**config.mk**
```make
export PLATFORM = sky130hd
export DESIGN_NAME = alu14_exec
export DESIGN_NICKNAME = d
export VERILOG_FILES = /design/src/rtl/alu14_pkg.sv /design/src/rtl/alu14_decode.sv /design/src/rtl/alu14_datapath.sv /design/src/rtl/alu14_exec.sv
export SDC_FILE = /design/constraint.sdc
export NUM_CORES = 1
export LEC_CHECK = 0
export BUFFER_PORTS_ARGS = -buffer_cell sky130_fd_sc_hd__buf_2
export CORE_MARGIN = 3
export CORE_UTILIZATION = 42
export DETAILED_ROUTE_END_ITERATION = 8
export PLACE_DENSITY = 0.71
export SLEW_MARGIN = 15
export SYNTH_ARGS = -nofsm -noshare
export SYNTH_HDL_FRONTEND = slang
export SYNTH_SLANG_ARGS = --single-unit
```
**constraint.sdc**
```tcl
create_clock -name clk -period 5.9 [get_ports clk]
set_input_delay 0.59 -clock clk [delete_from_list [all_inputs] [get_ports clk]]
set_output_delay 0.59 -clock clk [all_outputs]
set_load 0.005 [all_outputs]
```
**src/rtl/alu14_pkg.sv**
```systemverilog
package alu14_pkg;

    typedef enum logic [3:0] {
        OP_NONE,
        OP_ADD,
        OP_SUB,
        OP_AND,
        OP_IOR,
        OP_XOR,
        OP_NOT,
        OP_DEC,
        OP_INC,
        OP_PASS_A,
        OP_PASS_W,
        OP_ROL,
        OP_ROR,
        OP_SWAP,
        OP_ZERO,
        OP_BCLR
    } alu_op_e;

    typedef enum logic [1:0] {
        DST_NONE,
        DST_W,
        DST_F
    } dst_e;

    // flag mask layout {C, DC, Z}
    localparam logic [2:0] UPD_NONE = 3'b000;
    localparam logic [2:0] UPD_Z    = 3'b001;
    localparam logic [2:0] UPD_C    = 3'b100;
    localparam logic [2:0] UPD_CDZ  = 3'b111;

    typedef struct packed {
        alu_op_e    op;
        logic       bit_set;   // selects set instead of clear for OP_BCLR
        dst_e       dst;
        logic       use_lit;
        logic [2:0] upd;
    } dec_t;

    localparam dec_t DEC_IDLE = '{op: OP_NONE, bit_set: 1'b0, dst: DST_NONE,
                                  use_lit: 1'b0, upd: UPD_NONE};

endpackage

```
**src/rtl/alu14_decode.sv**
```systemverilog
module alu14_decode
    import alu14_pkg::*;
#(
    parameter int HI_W = 7
) (
    input  logic [HI_W-1:0] hi,
    output dec_t            dec
);
    localparam int CLS_LSB = HI_W - 2;
    localparam int FN_LSB  = HI_W - 6;

    logic [1:0] cls;
    logic [3:0] fn;
    logic       dbit;
    dst_e       byte_dst;

    assign cls      = hi[CLS_LSB +: 2];
    assign fn       = hi[FN_LSB +: 4];
    assign dbit     = hi[0];
    assign byte_dst = dbit ? DST_F : DST_W;

    always_comb begin
        dec = DEC_IDLE;
        unique case (cls)
            2'b00: begin
                dec.dst = byte_dst;
                unique case (fn)
                    4'b0000: begin
                        if (dbit) begin
                            dec.op  = OP_PASS_W;
                            dec.dst = DST_F;
                        end else begin
                            dec.dst = DST_NONE;
                        end
                    end
                    4'b0001: begin dec.op = OP_ZERO;   dec.upd = UPD_Z;   end
                    4'b0010: begin dec.op = OP_SUB;    dec.upd = UPD_CDZ; end
                    4'b0011: begin dec.op = OP_DEC;    dec.upd = UPD_Z;   end
                    4'b0100: begin dec.op = OP_IOR;    dec.upd = UPD_Z;   end
                    4'b0101: begin dec.op = OP_AND;    dec.upd = UPD_Z;   end
                    4'b0110: begin dec.op = OP_XOR;    dec.upd = UPD_Z;   end
                    4'b0111: begin dec.op = OP_ADD;    dec.upd = UPD_CDZ; end
                    4'b1000: begin dec.op = OP_PASS_A; dec.upd = UPD_Z;   end
                    4'b1001: begin dec.op = OP_NOT;    dec.upd = UPD_Z;   end
                    4'b1010: begin dec.op = OP_INC;    dec.upd = UPD_Z;   end
                    4'b1011: begin dec.op = OP_DEC;    dec.upd = UPD_NONE; end
                    4'b1100: begin dec.op = OP_ROR;    dec.upd = UPD_C;   end
                    4'b1101: begin dec.op = OP_ROL;    dec.upd = UPD_C;   end
                    4'b1110: begin dec.op = OP_SWAP;   dec.upd = UPD_NONE; end
                    default: begin dec.op = OP_INC;    dec.upd = UPD_NONE; end
                endcase
            end
            2'b01: begin
                if (fn[3] == 1'b0) begin
                    dec.op      = OP_BCLR;
                    dec.bit_set = fn[2];
                    dec.dst     = DST_F;
                end
            end
            2'b11: begin
                dec.use_lit = 1'b1;
                dec.dst     = DST_W;
                unique casez (fn)
                    4'b0???: begin dec.op = OP_PASS_A; dec.upd = UPD_NONE; end
                    4'b1000: begin dec.op = OP_IOR;    dec.upd = UPD_Z;   end
                    4'b1001: begin dec.op = OP_AND;    dec.upd = UPD_Z;   end
                    4'b1010: begin dec.op = OP_XOR;    dec.upd = UPD_Z;   end
                    4'b1011: begin dec.op = OP_NONE;   dec.dst = DST_NONE; end
                    4'b110?: begin dec.op = OP_SUB;    dec.upd = UPD_CDZ; end
                    default: begin dec.op = OP_ADD;    dec.upd = UPD_CDZ; end
                endcase
            end
            default: dec = DEC_IDLE;
        endcase
    end

endmodule

```
**src/rtl/alu14_datapath.sv**
```systemverilog
module alu14_datapath
    import alu14_pkg::*;
#(
    parameter int DATA_W = 8
) (
    input  alu_op_e                     op,
    input  logic                        bit_set,
    input  logic [DATA_W-1:0]           a,
    input  logic [DATA_W-1:0]           w,
    input  logic [$clog2(DATA_W)-1:0]   bitsel,
    input  logic [2:0]                  upd,
    input  logic                        c_in,
    input  logic                        dc_in,
    input  logic                        z_in,
    output logic [DATA_W-1:0]           res,
    output logic                        c_new,
    output logic                        dc_new,
    output logic                        z_new
);
    localparam int NIB = DATA_W / 2;

    logic              sub;
    logic [DATA_W-1:0] b_eff;
    logic [DATA_W:0]   full_sum;
    logic [NIB:0]      low_sum;
    logic [DATA_W-1:0] bit_mask;
    logic              c_calc;

    assign sub      = (op == OP_SUB);
    assign b_eff    = sub ? ~w : w;
    assign full_sum = {1'b0, a} + {1'b0, b_eff} + {{DATA_W{1'b0}}, sub};
    assign low_sum  = {1'b0, a[NIB-1:0]} + {1'b0, b_eff[NIB-1:0]} + {{NIB{1'b0}}, sub};
    assign bit_mask = {{(DATA_W-1){1'b0}}, 1'b1} << bitsel;

    always_comb begin
        c_calc = c_in;
        unique case (op)
            OP_ADD, OP_SUB: begin
                res    = full_sum[DATA_W-1:0];
                c_calc = full_sum[DATA_W];
            end
            OP_AND:    res = a & w;
            OP_IOR:    res = a | w;
            OP_XOR:    res = a ^ w;
            OP_NOT:    res = ~a;
            OP_DEC:    res = a - 1'b1;
            OP_INC:    res = a + 1'b1;
            OP_PASS_A: res = a;
            OP_PASS_W: res = w;
            OP_ROL: begin
                res    = {a[DATA_W-2:0], c_in};
                c_calc = a[DATA_W-1];
            end
            OP_ROR: begin
                res    = {c_in, a[DATA_W-1:1]};
                c_calc = a[0];
            end
            OP_SWAP:   res = {a[NIB-1:0], a[DATA_W-1:NIB]};
            OP_BCLR:   res = bit_set ? (a | bit_mask) : (a & ~bit_mask);
            OP_ZERO:   res = '0;
            default:   res = '0;
        endcase
    end

    assign c_new  = upd[2] ? c_calc : c_in;
    assign dc_new = upd[1] ? low_sum[NIB] : dc_in;
    assign z_new  = upd[0] ? (res == '0) : z_in;

endmodule

```
**src/rtl/alu14_exec.sv**
```systemverilog
module alu14_exec
    import alu14_pkg::*;
#(
    parameter int INSN_W = 14,
    parameter int DATA_W = 8,
    parameter int ADDR_W = 7
) (
    input  logic              clk,
    input  logic              rst_n,
    input  logic              in_valid,
    input  logic [INSN_W-1:0] insn,
    input  logic [DATA_W-1:0] w_in,
    input  logic [DATA_W-1:0] f_in,
    input  logic              c_in,
    input  logic              dc_in,
    input  logic              z_in,
    output logic              out_valid,
    output logic [DATA_W-1:0] result,
    output logic              wr_w,
    output logic              wr_f,
    output logic [ADDR_W-1:0] f_addr,
    output logic              c_out,
    output logic              dc_out,
    output logic              z_out,
    output logic [2:0]        flag_upd
);
    localparam int HI_W  = INSN_W - ADDR_W;
    localparam int SEL_W = $clog2(DATA_W);

    // decode of the upper word
    dec_t dec;

    alu14_decode #(.HI_W(HI_W)) u_decode (
        .hi  (insn[INSN_W-1:ADDR_W]),
        .dec (dec)
    );

    // first register level: decoded operation and operands
    logic              v1;
    dec_t              d1;
    logic [DATA_W-1:0] a1;
    logic [DATA_W-1:0] w1;
    logic [SEL_W-1:0]  bs1;
    logic [ADDR_W-1:0] addr1;
    logic              c1, dc1, z1;

    always_ff @(posedge clk) begin
        if (!rst_n) begin
            v1    <= 1'b0;
            d1    <= DEC_IDLE;
            a1    <= '0;
            w1    <= '0;
            bs1   <= '0;
            addr1 <= '0;
            c1    <= 1'b0;
            dc1   <= 1'b0;
            z1    <= 1'b0;
        end else begin
            v1 <= in_valid;
            if (in_valid) begin
                d1    <= dec;
                a1    <= dec.use_lit ? insn[DATA_W-1:0] : f_in;
                w1    <= w_in;
                bs1   <= insn[ADDR_W +: SEL_W];
                addr1 <= insn[ADDR_W-1:0];
                c1    <= c_in;
                dc1   <= dc_in;
                z1    <= z_in;
            end
        end
    end

    // execute
    logic [DATA_W-1:0] res_x;
    logic              c_x, dc_x, z_x;

    alu14_datapath #(.DATA_W(DATA_W)) u_datapath (
        .op      (d1.op),
        .bit_set (d1.bit_set),
        .a       (a1),
        .w       (w1),
        .bitsel  (bs1),
        .upd     (d1.upd),
        .c_in    (c1),
        .dc_in   (dc1),
        .z_in    (z1),
        .res     (res_x),
        .c_new   (c_x),
        .dc_new  (dc_x),
        .z_new   (z_x)
    );

    // second register level: committed outputs
    always_ff @(posedge clk) begin
        if (!rst_n) begin
            out_valid <= 1'b0;
            result    <= '0;
            wr_w      <= 1'b0;
            wr_f      <= 1'b0;
            f_addr    <= '0;
            c_out     <= 1'b0;
            dc_out    <= 1'b0;
            z_out     <= 1'b0;
            flag_upd  <= UPD_NONE;
        end else begin
            out_valid <= v1;
            result    <= res_x;
            wr_w      <= v1 && (d1.dst == DST_W);
            wr_f      <= v1 && (d1.dst == DST_F);
            f_addr    <= addr1;
            c_out     <= c_x;
            dc_out    <= dc_x;
            z_out     <= z_x;
            flag_upd  <= v1 ? d1.upd : UPD_NONE;
        end
    end

endmodule

```
== Yosys cells after proc, flatten, opt, wreduce, memory -nomap -nowiden ==
Index checks and enable logic that the tools add are counted.

* Word-level logic and storage cells: 106
* Register bits after elaboration: 64

* Bitwise operators: 9
* Reduce and logical (&&, ||, !) cells: 13
* Add/sub/neg operators: 6
* Shift operators: 1
* Muxes and demuxes: 23
* Eq/ne operators: 33

{| class="wikitable"
|+ Operator list
! cell !! count
|-
| 8-bit case mux with 13 select lines || 1
|-
| 4-bit == test (second input constant) || 14
|-
| 4-bit case mux with 13 select lines || 1
|-
| 4-bit by 3-bit == test with 1-bit output (second input constant) || 8
|-
| 8-bit two-way mux || 3
|-
| 8-bit inverter || 3
|-
| 4-bit case mux with 6 select lines || 1
|-
| 8-bit bitwise AND || 2
|-
| 4-bit by 2-bit == test with 1-bit output (second input constant) || 4
|-
| 8-bit bitwise OR || 2
|-
| 3-bit case mux with 2 select lines || 2
|-
| 4-bit case mux with 3 select lines || 1
|-
| 2-bit OR reduction || 5
|-
| 8-bit by 8-bit adder with 9-bit output || 1
|-
| 9-bit by 1-bit adder with 9-bit output || 1
|-
| 3-bit case mux with 3 select lines || 1
|-
| 8-bit by 1-bit adder with 8-bit output (second input constant) || 1
|-
| 4-bit by 1-bit == test with 1-bit output (second input constant) || 2
|-
| 8-bit logical NOT || 1
|-
| 8-bit OR reduction || 1
|-
| 1-bit by 3-bit left shift with 8-bit output (first input constant) || 1
|-
| 8-bit by 1-bit subtractor with 8-bit output (second input constant) || 1
|-
| 8-bit XOR || 1
|-
| 7-bit two-way mux || 1
|-
| other kinds (16) || 26
|}

== Depth between registers and ports, before layout ==
* Depth after elaboration: 7
* Depth in mapped cells: 12

== Modules after synthesis ==
A second synthesis with hierarchy kept.

* Cells, all modules: 560
* Area total of the unflattened synthesis: 4,767.1 µm²

{| class="wikitable"
|+ Modules (own cells, without submodules)
! module !! instances !! sequential area each (µm²) !! cells an instance !! area each (µm²)
|-
| alu14_exec || 1 || 1,281.2 || 188 || 2,170.8
|-
| alu14_datapath || 1 || 0.0 || 305 || 2,162.1
|-
| alu14_decode || 1 || 0.0 || 67 || 434.2
|}

== Worst setup path before layout ==
Ideal clock, no wire load.

* Path kind: register to register
* From: reg d1[7] (netlist bit)
* To: reg z_out
* Slack: 2.953 ns
* Period minus slack after synthesis: 2.947 ns
* Stages on the path, launching flop included: 13
* Arrival time: 2.860 ns
* Required time: 5.813 ns
* Path through: dfxtp_1 > or4b_1 > buf_6 > xnor2_1 > inv_1 > fa_1 > nor2_1 > o211ai_1 > o311ai_1 > nor4_1 > nor4b_1 > nand4_1 > o31ai_1

* Longest elaborated chain between the ends: 7
* Elaborated cells between the ends (all ways): 21
* Those cells by class: add/sub: 2; eq/ne: 14; mux: 3; reduce/logical: 2

{| class="wikitable"
|+ Ends and longest elaborated chain
! what !! RTL line !! text
|-
| from (decl) || alu14_exec.sv:40 || <nowiki>dec_t d1;</nowiki>
|-
| from (signal assigned) || alu14_exec.sv:50 || <nowiki>d1 <= DEC_IDLE;</nowiki>
|-
| from (signal assigned) || alu14_exec.sv:61 || <nowiki>d1 <= dec;</nowiki>
|-
| 4-bit by 2-bit == test with 1-bit output || alu14_datapath.sv:29, alu14_datapath.sv:37 ||
|-
| 8-bit two-way mux || alu14_datapath.sv:30 || <nowiki>assign b_eff = sub ? ~w : w;</nowiki>
|-
| 8-bit by 8-bit adder with 9-bit output || alu14_datapath.sv:31 || <nowiki>assign full_sum = {1'b0, a} + {1'b0, b_eff} + {{DATA_W{1'b0}}, sub};</nowiki>
|-
| 9-bit by 1-bit adder with 9-bit output || alu14_datapath.sv:31 ||
|-
| 8-bit case mux with 13 select lines (*) || alu14_datapath.sv:37 || <nowiki>unique case (op)</nowiki>
|-
| 8-bit logical NOT (*) || alu14_datapath.sv:67 || <nowiki>assign z_new = upd[0] ? (res == '0) : z_in;</nowiki>
|-
| 1-bit two-way mux (*) || alu14_datapath.sv:67 ||
|-
| to (signal assigned) || alu14_exec.sv:113 || <nowiki>z_out <= z_x;</nowiki>
|-
| to (decl) || alu14_exec.sv:24 || <nowiki>output logic z_out,</nowiki>
|}

Every way passes the cells marked *; elsewhere a longest branch is shown, timed or not.
A chain may end at the register's enable or synchronous reset.

== Worst setup path in the final report ==
Same ends and word-level chain as after synthesis.

==> results.toml <==
[synth]
synth_top_area_share = 0.266
synthTopCellsByArea = "dfxtp_1 27%, ha_1 10%, mux2i_1 9.2%, nor2b_1 5.7%, nand2_1 2.7%"
synth-simple-area-share = 0.211
synthMuxAreaShare = 0.106
synthFlopType = "dfxtp_1"
yosys-top-cells-count = "64 x dfxtp_1, 44 x mux2i_1, 44 x nor2b_1"
synth_top_family_by_area = "simple AND/OR/NAND/NOR gates"
avgSynthCellArea_sq_um = 8.64
synth-seq-area-share = 0.266
synthXorXnorAreaFrac = 0.0328
synth_compound_area_frac = 0.204
syn_nets = 635
yosysMostFrequentCell = "dfxtp_1"
synth_adder_area_share = 0.112
syn_inst = 557
synth_top_area_cell = "dfxtp_1"
syn_area_sq_um = 4810
yosysWarnings = 0
synthArstFlopShare = 0
synth_edf_count = 0
synth.distinct_cells = 78
synth-seq-cells = 64

[final_layout]
area_growth_pct = 13.2
drive_gt1_frac = 0.167
antenna_cells = 0
finalNetCount = 666

[routing]
routed.top_layer = "met4"
routed_wl_microns = 13300
ant_nets = 0
drt_iter0_drc = 348
vias = 4256
vias_per_cell = 5.81
wire_per_inst_microns = 18.2
met1_length_microns = 5660
drc = 0
dr.pass1.iters = 5
met3_length_microns = 1090
dr_wl_met2_microns = 6080

[sta]
worst_clock_skew_ns = 0.0113
setup_tns_ns = 0
hold_viol = 0
maxSlewViolCount = 0
fin_crit_ns = 3.90
setup_viol = 0
maxSlewHeadroom = 0.246
max_clock_freq_mhz = 257
tightest_slew_ns = 1.13
rsz0062_at_grt = "no"
fin_crit_sh = 0.661
worst_slack_ns = 2.00

[clock_tree]
cts.sinks = 64
root_buffer = "clkbuf_16"
postCtsSetupBuffers = 0
cts_resized = 0
ctsLongestPathBuffers = 2
htreeDepth = 3
clk_pin_slew_ns = 0.07
cts_made_buffers = 9
ctsHoldBuffers = 0
cts_tree = "yes"
worstSkewPairLatency_ns = 0.35

[placed_design]
gp_congestion = 0.993
io_buffer_count = 59
dp_hpwl_microns = 9490
dpl_worst_slack_ns = 2.03

[floorplan]
initial_core_util = 0.436
die_area_sq_um = 12800
die_h_microns = 113
design.core.area_sq_um = 11000
row_count = 38
num_io_pins = 60
die_w_microns = 113

[worst_setup_path]
worstSetupEndpointType = "flip-flop"
arrival_ns = 4.15
crit_fanout = 39
required_ns = 6.16
critPathLaunchType = "flip-flop"
crit_type = "flip-flop to flip-flop"

[power_and_ir_drop]
p_leak_nw = 2.36
p_per_area_nw_per_um2 = 257
ir_drop_mv = 0.212

[global_routing]
grtUsageTotal = 0.216
grt_pass1_wl_microns = 21900
grt-ovfl-total = 0
antenna_found_initial = 0
grt_pass1_vias = 4180
grt_max_degree = 63

[min_path]
hold_class = "flip-flop to flip-flop"

[run]
maxCapViolations = 0

[run_status]
outcome = "finished, final reports clean"
cells in the final DEF (no fill, tap or decap), types with 3 or more instances in the layout:
master     Yosys  layout
dfxtp_1       64      64
buf_2         10      59
nor2b_1       44      44
mux2i_1       44      44
ha_1          40      40
nand2_1       35      35
inv_1         26      26
nor2_1        26      26
a21oi_1       23      23
o21ai_0       16      16
xnor2_1       14      14
and2_1        13      13
nand2b_1      12      12
nand3_1       10      10
a22oi_1       10      10
o211a_1        9       9
clkbuf_16      0       9
mux2_2         6       6
nor3b_1        6       6
and3_1         5       5
a21boi_0       5       5
nor4_1         5       5
a31oi_1        5       5
o22ai_1        5       5
buf_4          3       5
a221oi_1       4       4
nor3_1         4       4
o211ai_1       4       4
nand3b_1       4       4
nand4_1        4       4
a21o_1         4       4
xor2_1         4       4
a32oi_1        3       3
or3_1          3       3
bufinv_16      0       3
cell families after synthesis:
kind of cell / Yosys count
buffers and inverters: 71
DFF: 64
adders and majority gates: 42
and+or+nand+nor: 183
AOI/OAI and AO/OA: 129
xor gates and xnor gates: 18
muxes: 50
worst paths after layout:
path         slack (ns)  cells past startpoint                to          startpoint
min                0.45                      1   wr_w$_SDFF_PN0_  d1[5]$_SDFFE_PN0P_
max                2.00                     12  z_out$_SDFF_PN0_  d1[7]$_SDFFE_PN0P_
min reg2reg        0.45                      1   wr_w$_SDFF_PN0_  d1[5]$_SDFFE_PN0P_
max reg2reg        2.00                     12  z_out$_SDFF_PN0_  d1[7]$_SDFFE_PN0P_
metrics by stage:
stage,power (W),hold WS (ns),utilization,area (sq um),cells
final,0.00140,0.448,0.494,5450,733
after global placement,0.000752,0.435,0.462,5090,717
after floorplan,0.000688,0.410,-,4810,557
after CTS,0.00140,0.450,0.494,5450,733
after global routing,0.00146,0.471,0.494,5450,733
after detailed placement,0.000762,0.433,0.462,5090,717
where the power goes:
| group | switching (W) | internal [W] |
|---|---|---|
| logic | 0.000148 | 0.000119 |
| registers | 0.0000346 | 0.000455 |
| clock network | 0.000215 | 0.000426 |
worst max-delay path, stage by stage (launching register included):
cell	delay (ns)
dfxtp_1	0.29
buf_4	0.25
or4b_1	0.82
xnor2_1	0.31
inv_1	0.09
fa_1	0.53
nor2_1	0.05
o211ai_1	0.18
o311ai_1	0.13
nor4_1	0.44
nor4b_1	0.32
nand4_1	0.13
o31ai_1	0.27
layer usage:
layer	vias up	GRT usage
met2	164	0.332
met1	2008	0.275
li1	2051	-
met4	0	0.0994
met5	-	0
met3	33	0.0674
cell type report:
class	instances	area [sq um]
multi-input combinational	422	3200
tap	140	175
sequential	64	1280
fill	1046	5580
clock buffer	10	239
clock inverter	6	115
inverter	27	101
timing repair buffer	64	333
flip-flops by register name, summed over array words and instances, names as in the netlist, 3 cells and up:
signal    cells
f_addr        7
a1            8
addr1         7
flag_upd      3
bs1           3
d1           10
w1            8
result        8
Note: power is estimated with default switching activity, not from simulation.
